### config.mk
export PLATFORM = sky130hd
export DESIGN_NAME = dmarx_channel
export DESIGN_NICKNAME = d
export VERILOG_FILES = /design/src/rtl/dmarx_pkg.sv /design/src/rtl/dmarx_lane_pack.sv /design/src/rtl/dmarx_seq.sv /design/src/rtl/dmarx_channel.sv
export SDC_FILE = /design/constraint.sdc
export NUM_CORES = 1
export LEC_CHECK = 0
export BUFFER_PORTS_ARGS = -buffer_cell sky130_fd_sc_hd__buf_4
export CORE_ASPECT_RATIO = 0.7
export CORE_MARGIN = 5
export CORE_UTILIZATION = 53
export DETAILED_ROUTE_END_ITERATION = 8
export GPL_TIMING_DRIVEN = 0
export PLACE_DENSITY = 0.77
export SLEW_MARGIN = 25
export SYNTH_ARGS = -nofsm -noshare
export SYNTH_HDL_FRONTEND = slang
export SYNTH_SLANG_ARGS = --single-unit
### constraint.sdc
create_clock -name clk -period 4.2 [get_ports clk]
set_input_delay 0.63 -clock clk [delete_from_list [all_inputs] [get_ports clk]]
set_output_delay 0.63 -clock clk [all_outputs]
set_load 0.01 [all_outputs]
### src/rtl/dmarx_pkg.sv
package dmarx_pkg;

   localparam int WORD_W      = 32;
   localparam int WORD_BYTES  = WORD_W / 8;
   localparam int DESC_WORDS  = 4;

   // descriptor word offsets
   localparam int OFS_NEXT  = 0;
   localparam int OFS_START = 1;
   localparam int OFS_END   = 2;
   localparam int OFS_FLAGS = 3;

   // flag word bits
   localparam int FL_LAST   = 0;
   localparam int FL_IRQ    = 1;
   localparam int FL_PKTEND = 2;

   // context word disable bit
   localparam int CTX_DIS   = 0;

   typedef enum logic [2:0] {
      ST_IDLE,
      ST_FETCH,
      ST_RECV,
      ST_WBACK,
      ST_CTX
   } rx_state_e;

endpackage

### src/rtl/dmarx_lane_pack.sv
module dmarx_lane_pack
   import dmarx_pkg::*;
(
   input  logic                  clk,
   input  logic                  rst_n,
   input  logic                  take_i,
   input  logic [1:0]            lane_i,
   input  logic [7:0]            byte_i,
   input  logic                  close_i,
   output logic                  wr_o,
   output logic [WORD_W-1:0]     wdata_o,
   output logic [WORD_BYTES-1:0] be_o
);

   localparam int LAST_LANE = WORD_BYTES - 1;

   logic [WORD_W-1:0]     acc_q;
   logic [WORD_BYTES-1:0] acc_be_q;
   logic [WORD_W-1:0]     merged;
   logic [WORD_BYTES-1:0] merged_be;

   for (genvar l = 0; l < WORD_BYTES; l++) begin : g_lane
      logic hit;
      assign hit             = take_i && (lane_i == 2'(l));
      assign merged[8*l +: 8] = hit ? byte_i : acc_q[8*l +: 8];
      assign merged_be[l]     = acc_be_q[l] | hit;
   end

   assign wr_o    = take_i && ((lane_i == 2'(LAST_LANE)) || close_i);
   assign wdata_o = merged;
   assign be_o    = merged_be;

   always_ff @(posedge clk or negedge rst_n) begin
      if (!rst_n) begin
         acc_q    <= '0;
         acc_be_q <= '0;
      end else if (wr_o) begin
         acc_be_q <= '0;
      end else if (take_i) begin
         acc_q    <= merged;
         acc_be_q <= merged_be;
      end
   end

endmodule

### src/rtl/dmarx_seq.sv
module dmarx_seq
   import dmarx_pkg::*;
#(
   parameter int ADDR_W   = 32,
   parameter bit MARK_EOP = 1'b1
) (
   input  logic              clk,
   input  logic              rst_n,
   input  logic              start_i,
   input  logic [ADDR_W-3:0] desc_ptr_i,
   input  logic [ADDR_W-3:0] ctx_ptr_i,
   input  logic              intr_clr_i,
   input  logic              s_valid_i,
   input  logic              s_eop_i,
   input  logic [WORD_W-1:0] mem_rdata_i,
   output logic              ready_o,
   output logic              take_o,
   output logic              close_o,
   output logic [ADDR_W-1:0] pos_o,
   output logic              req_o,
   output logic              we_o,
   output logic [ADDR_W-3:0] addr_o,
   output logic [WORD_W-1:0] wdata_o,
   output logic              run_o,
   output logic              eol_o,
   output logic              intr_o
);

   localparam int WA_W  = ADDR_W - 2;
   localparam int CNT_W = 3;

   rx_state_e          state_q;
   logic [CNT_W-1:0]   cnt_q;
   logic [WA_W-1:0]    desc_q, ctx_q, next_q;
   logic [ADDR_W-1:0]  pos_q, end_q;
   logic [WORD_W-1:0]  flags_q;
   logic               by_eop_q, eol_q, intr_q;
   logic [ADDR_W-1:0]  pos_nx;
   logic [WORD_W-1:0]  wb_flags;
   logic               set_intr;
   logic               unused_sink;

   assign unused_sink = ^{mem_rdata_i, by_eop_q};

   if (MARK_EOP) begin : g_mark
      always_comb begin
         wb_flags            = flags_q;
         wb_flags[FL_PKTEND] = by_eop_q;
      end
   end else begin : g_keep
      assign wb_flags = flags_q;
   end

   assign pos_nx  = pos_q + 1'b1;
   assign ready_o = (state_q == ST_RECV);
   assign take_o  = ready_o && s_valid_i;
   assign close_o = take_o && (s_eop_i || (pos_nx == end_q));
   assign pos_o   = pos_q;
   assign run_o   = (state_q != ST_IDLE);
   assign eol_o   = eol_q;
   assign intr_o  = intr_q;
   assign set_intr = (state_q == ST_WBACK) && (cnt_q == '0) && flags_q[FL_IRQ];

   always_comb begin
      req_o   = 1'b0;
      we_o    = 1'b0;
      addr_o  = desc_q;
      wdata_o = '0;
      unique case (state_q)
         ST_FETCH: begin
            req_o  = (cnt_q < CNT_W'(DESC_WORDS));
            addr_o = desc_q + WA_W'(cnt_q);
         end
         ST_WBACK: begin
            req_o  = 1'b1;
            we_o   = 1'b1;
            addr_o = desc_q + WA_W'(OFS_END) + WA_W'(cnt_q);
            wdata_o = (cnt_q == '0) ? WORD_W'(pos_q) : wb_flags;
         end
         ST_CTX: begin
            req_o   = 1'b1;
            we_o    = 1'b1;
            addr_o  = ctx_q;
            wdata_o = WORD_W'(1) << CTX_DIS;
         end
         default: ;
      endcase
   end

   always_ff @(posedge clk or negedge rst_n) begin
      if (!rst_n) begin
         state_q  <= ST_IDLE;
         cnt_q    <= '0;
         desc_q   <= '0;
         ctx_q    <= '0;
         next_q   <= '0;
         pos_q    <= '0;
         end_q    <= '0;
         flags_q  <= '0;
         by_eop_q <= 1'b0;
         eol_q    <= 1'b0;
      end else begin
         unique case (state_q)
            ST_IDLE: if (start_i) begin
               desc_q  <= desc_ptr_i;
               ctx_q   <= ctx_ptr_i;
               eol_q   <= 1'b0;
               cnt_q   <= '0;
               state_q <= ST_FETCH;
            end
            ST_FETCH: begin
               cnt_q <= cnt_q + 1'b1;
               if (cnt_q != '0) begin
                  unique case (int'(cnt_q) - 1)
                     OFS_NEXT:  next_q  <= mem_rdata_i[ADDR_W-1:2];
                     OFS_START: pos_q   <= mem_rdata_i[ADDR_W-1:0];
                     OFS_END:   end_q   <= mem_rdata_i[ADDR_W-1:0];
                     default:   flags_q <= mem_rdata_i;
                  endcase
               end
               if (cnt_q == CNT_W'(DESC_WORDS)) begin
                  cnt_q <= '0;
                  if (pos_q == end_q) begin
                     by_eop_q <= 1'b0;
                     state_q  <= ST_WBACK;
                  end else begin
                     state_q  <= ST_RECV;
                  end
               end
            end
            ST_RECV: if (take_o) begin
               pos_q <= pos_nx;
               if (close_o) begin
                  by_eop_q <= s_eop_i;
                  cnt_q    <= '0;
                  state_q  <= ST_WBACK;
               end
            end
            ST_WBACK: begin
               cnt_q <= cnt_q + 1'b1;
               if (cnt_q == CNT_W'(1)) begin
                  cnt_q <= '0;
                  if (flags_q[FL_LAST]) begin
                     state_q <= ST_CTX;
                  end else begin
                     desc_q  <= next_q;
                     state_q <= ST_FETCH;
                  end
               end
            end
            ST_CTX: begin
               eol_q   <= 1'b1;
               state_q <= ST_IDLE;
            end
            default: state_q <= ST_IDLE;
         endcase
      end
   end

   always_ff @(posedge clk or negedge rst_n) begin
      if (!rst_n)          intr_q <= 1'b0;
      else if (set_intr)   intr_q <= 1'b1;
      else if (intr_clr_i) intr_q <= 1'b0;
   end


   pos_bound_chk: assert property (@(posedge clk) disable iff (!rst_n)
      ready_o |-> (pos_q != end_q));


   intr_hold_chk: assert property (@(posedge clk) disable iff (!rst_n)
      (intr_q && !intr_clr_i) |=> intr_q);

endmodule

### src/rtl/dmarx_channel.sv
module dmarx_channel
   import dmarx_pkg::*;
#(
   parameter int ADDR_W   = 32,
   parameter bit MARK_EOP = 1'b1
) (
   input  logic              clk,
   input  logic              rst_n,
   input  logic              start_i,
   input  logic [ADDR_W-3:0] desc_ptr_i,
   input  logic [ADDR_W-3:0] ctx_ptr_i,
   input  logic              intr_clr_i,
   input  logic              s_valid_i,
   input  logic [7:0]        s_data_i,
   input  logic              s_eop_i,
   output logic              s_ready_o,
   output logic              mem_req_o,
   output logic              mem_we_o,
   output logic [ADDR_W-3:0] mem_addr_o,
   output logic [3:0]        mem_be_o,
   output logic [31:0]       mem_wdata_o,
   input  logic [31:0]       mem_rdata_i,
   output logic              run_o,
   output logic              eol_o,
   output logic              intr_o
);

   if (ADDR_W < 8 || ADDR_W > WORD_W) begin : g_bad_addr_w
      $error("dmarx_channel: ADDR_W must lie in 8..32");
   end
   if (WORD_BYTES != 4) begin : g_bad_word
      $error("dmarx_channel: word must hold four bytes");
   end

   logic              take, close, seq_req, seq_we;
   logic [ADDR_W-1:0] pos;
   logic [ADDR_W-3:0] seq_addr;
   logic [31:0]       seq_wdata, pk_wdata;
   logic              pk_wr;
   logic [3:0]        pk_be;

   dmarx_seq #(.ADDR_W(ADDR_W), .MARK_EOP(MARK_EOP)) u_seq (
      .clk        (clk),
      .rst_n      (rst_n),
      .start_i    (start_i),
      .desc_ptr_i (desc_ptr_i),
      .ctx_ptr_i  (ctx_ptr_i),
      .intr_clr_i (intr_clr_i),
      .s_valid_i  (s_valid_i),
      .s_eop_i    (s_eop_i),
      .mem_rdata_i(mem_rdata_i),
      .ready_o    (s_ready_o),
      .take_o     (take),
      .close_o    (close),
      .pos_o      (pos),
      .req_o      (seq_req),
      .we_o       (seq_we),
      .addr_o     (seq_addr),
      .wdata_o    (seq_wdata),
      .run_o      (run_o),
      .eol_o      (eol_o),
      .intr_o     (intr_o)
   );

   dmarx_lane_pack u_pack (
      .clk     (clk),
      .rst_n   (rst_n),
      .take_i  (take),
      .lane_i  (pos[1:0]),
      .byte_i  (s_data_i),
      .close_i (close),
      .wr_o    (pk_wr),
      .wdata_o (pk_wdata),
      .be_o    (pk_be)
   );

   assign mem_req_o   = seq_req | pk_wr;
   assign mem_we_o    = pk_wr ? 1'b1 : seq_we;
   assign mem_addr_o  = pk_wr ? pos[ADDR_W-1:2] : seq_addr;
   assign mem_be_o    = pk_wr ? pk_be : 4'hF;
   assign mem_wdata_o = pk_wr ? pk_wdata : seq_wdata;


   fetch_stall_chk: assert property (@(posedge clk) disable iff (!rst_n)
      (mem_req_o && !mem_we_o) |-> !s_ready_o);


   ready_after_fetch_chk: assert property (@(posedge clk) disable iff (!rst_n)
      $rose(s_ready_o) |-> $past(mem_req_o && !mem_we_o, 2));


   eol_quiet_chk: assert property (@(posedge clk) disable iff (!rst_n)
      eol_o |-> (!s_ready_o && !run_o));


   be_present_chk: assert property (@(posedge clk) disable iff (!rst_n)
      (mem_req_o && mem_we_o) |-> (mem_be_o != 4'h0));

endmodule

==> results.toml <==
[floorplanning]
die_w_um = 205.5
ios = 178
initial_core_util_pct = 53.44
core_sq_um = 26530
rows = 50
die_h_um = 146.8
dieArea_sq_um = 30170

[clocking]
cts.path.max_buffers = 3
cts_sinks = 230
cts_tree = "yes"
clock_latency_ps = 550
cts-root-buf = "clkbuf_16"
postCtsHoldBufs = 0
clk_pin_slew_ps = 60
htreeDepth = 1
cts_buffers = 25

[finish]
fin_util_pct = 67.06
multi_input_area_sq_um = 8179
drive_above_1_share_pct = 31.92
finalInstanceArea_sq_um = 17790
areaGrowthSynthToFinish_pct = 25.48
antennaDiodeCount = 0
nNetsFinal = 1827
fillerInstances = 2168
seqCellArea_sq_um = 5764

[place]
dpl.hpwl_um = 40260
globalplace.congestion = 0.9842
place_ws_ps = -1032
portBuffers = 177
place_area_sq_um = 16030

[sta]
grt_setup_unrepaired = "true"
slew_headroom_pct = 26.33
hold_viol_final = 0
setup_viol = 68
report.final.slew_viol_count = 0
fmax_ghz = 0.2127
worst_slack_ps = -501.7
fin_crit_ps = 4702
finalCritPeriodShare_pct = 111.9
finClkSkew_ps = 11.77
tightest_slew_ps = 1105

[critical_path]
critPathLaunchType = "register"
worstPathMaxFanout = 10
end_kind = "output port"
worst_ep_arrival_time_ps = 4070
reg2reg_depth = 16
path_class = "register to output port"
required_ps = 3570

[outcome]
violations = "setup timing"
outcome = "finished, violations left"

[synthesis]
synth_top_area_share_pct = 40.60
synth.cell_area_sq_um = 14180
synth_top_cells_by_count = "230 x dfrtp_1, 157 x nand2_1, 152 x mux2_2"
synth_edf_count = 0
yosys.area.top_type = "dfrtp_1"
synth_nets = 1588
async_flop_share_pct = 100.0
synth.distinct_cells = 74
synth_flop_cell = "dfrtp_1"
seq_area_frac_synth_pct = 40.60
synth.most_common_cell = "dfrtp_1"
syn-instance-count = 1461
syn_avg_cell_area_sq_um = 9.703
synth-seq-cells = 230
synthTopCellsByArea = "dfrtp_1 41%, mux2_2 12%, mux2i_1 6.1%, nand2_1 4.2%, o21ai_0 3.7%"
yosysWarningCount = 0

[power]
ir_drop_v = 0.0004372
p_total_mw = 15.15
power_density_nw_per_um2 = 851.9
p_leak_nw = 7.817

[global_route]
grt_antenna_before_repair = 1
grt_pass1_wl_um = 80600
grt_pass1_vias = 13005
grt.total_usage_pct = 35.06
grt_overflow = 0
grt_max_degree = 83

[detailed_routing]
ant_nets = 0
drcViolationCount = 0
drt-total-wl_um = 54220
drt-initial-drc-count = 1759
wl_per_cell_um = 26.05
firstDrtPassIters = 6
vias = 13287
viasPerCell = 6.385

[min_path]
hold_path.class = "input port to asynchronous set/reset pin"

[flow_run]
cap_violations = 0
[cell usage in the layout (no fill, tap or decap), types with 14 or more instances in the layout]
| cell type | Yosys | layout |
|---|---|---|
| buf_2 | 21 | 14 |
| a21oi_1 | 84 | 83 |
| clkbuf_1 | 82 | 78 |
| clkbuf_16 | 0 | 26 |
| nand2_1 | 157 | 153 |
| mux2_2 | 152 | 152 |
| ha_1 | 19 | 17 |
| inv_1 | 36 | 34 |
| and3_1 | 15 | 14 |
| mux2_4 | 19 | 20 |
| mux2i_1 | 87 | 82 |
| buf_6 | 4 | 33 |
| o21ai_0 | 105 | 102 |
| nand3_1 | 36 | 34 |
| a221o_1 | 14 | 14 |
| dfrtp_1 | 230 | 223 |
| o22ai_1 | 42 | 31 |
| nor2_1 | 68 | 65 |
| xnor2_1 | 33 | 31 |
| xor2_1 | 37 | 34 |
| nor3_1 | 26 | 25 |
| buf_4 | 5 | 191 |
| nand4_1 | 25 | 25 |
[routing by layer]
metal	GRT usage [%]	wire [um]
met4	10.91	1842
met3	10.94	6741
met1	52.15	23460
met2	48.76	22170
met5	0	8
[area by class of cell]
class,count,share of cell area (%)
flip-flops and latches,230,32.40
multi-input cells,1072,45.98
repair buffers,218,10.32
clock inverters,11,0.6893
clock buffers,33,3.967
plain buffers,116,3.285
well taps,364,2.560
inverters,37,0.7948
[kinds of logic (layout without fill, tap and decap cells)]
logic type,count (synthesis),after routing,synth area share (%)
DFF,230,230,40.60
buffers and inverters,159,415,4.748
xor gates and xnor gates,70,70,4.325
muxes,259,259,20.31
adders and majority gates,21,21,1.959
and+or+nand+nor,396,396,13.74
AOI/OAI and AO/OA,326,326,14.32
[registers in the layout (all words and copies together) (netlist names), 4 cells and up]
register         cells
u_seq.pos_o         32
u_pack.acc_q        32
u_seq.flags_q       31
u_seq.ctx_q         30
u_seq.end_q         32
u_pack.acc_be_q      4
u_seq.desc_q        30
u_seq.next_q        30
[where the power goes]
part | switching [mW] | total (mW) | internal [mW]
Sequential | 0.922 | 4.22 | 3.30
Combinational | 5.02 | 8.66 | 3.64
Clock | 0.967 | 2.27 | 1.31
[critical path: stages (launching register included)]
cell and delay [ps]:
dfrtp_1 410, ha_2 200, buf_6 120, nand4_4 170, or4_4 520, nor2_4 170
xnor2_2 130, nand4_1 200, a2111oi_4 360, buf_4 200, a21oi_4 70, a21o_1 180
buf_12 160, buf_12 160, mux2_4 320, buf_6 120
[worst paths after layout]
check | startpoint | endpoint | slack (ps)
min | rst_n | u_seq.desc_q[5] | 60
max | u_seq.pos_o[0] | mem_addr_o[14] | -500
max in group asynchronous | rst_n | u_seq.pos_o[23] | 3270
min in group clk | intr_clr_i | u_seq.intr_o | 280
min reg2reg | u_pack.acc_q[29] | u_pack.acc_q[29] | 460
max reg2reg | u_seq.pos_o[0] | u_pack.acc_q[18] | 420
[stage by stage]
step | hold slack, ps | setup TNS, ps | std cells
after floorplan | 334.4 | 0 | 1461
after global placement | 440.3 | -66780 | 2002
after detailed placement | 447.4 | -68180 | 2004
after CTS | 69.64 | -23550 | 2076
after global routing | 103.8 | -33790 | 2081
final | 59.57 | -28950 | 2081
[timing repair]
action,CTS,global route
pin swaps,20,8
endpoints found under the setup margin,97,68
buffers inserted,33,5
hold endpoints to repair,0,0
cloned,0,1
gates resized for setup,103,34
No activity file was read; power rests on OpenSTA's default activity.
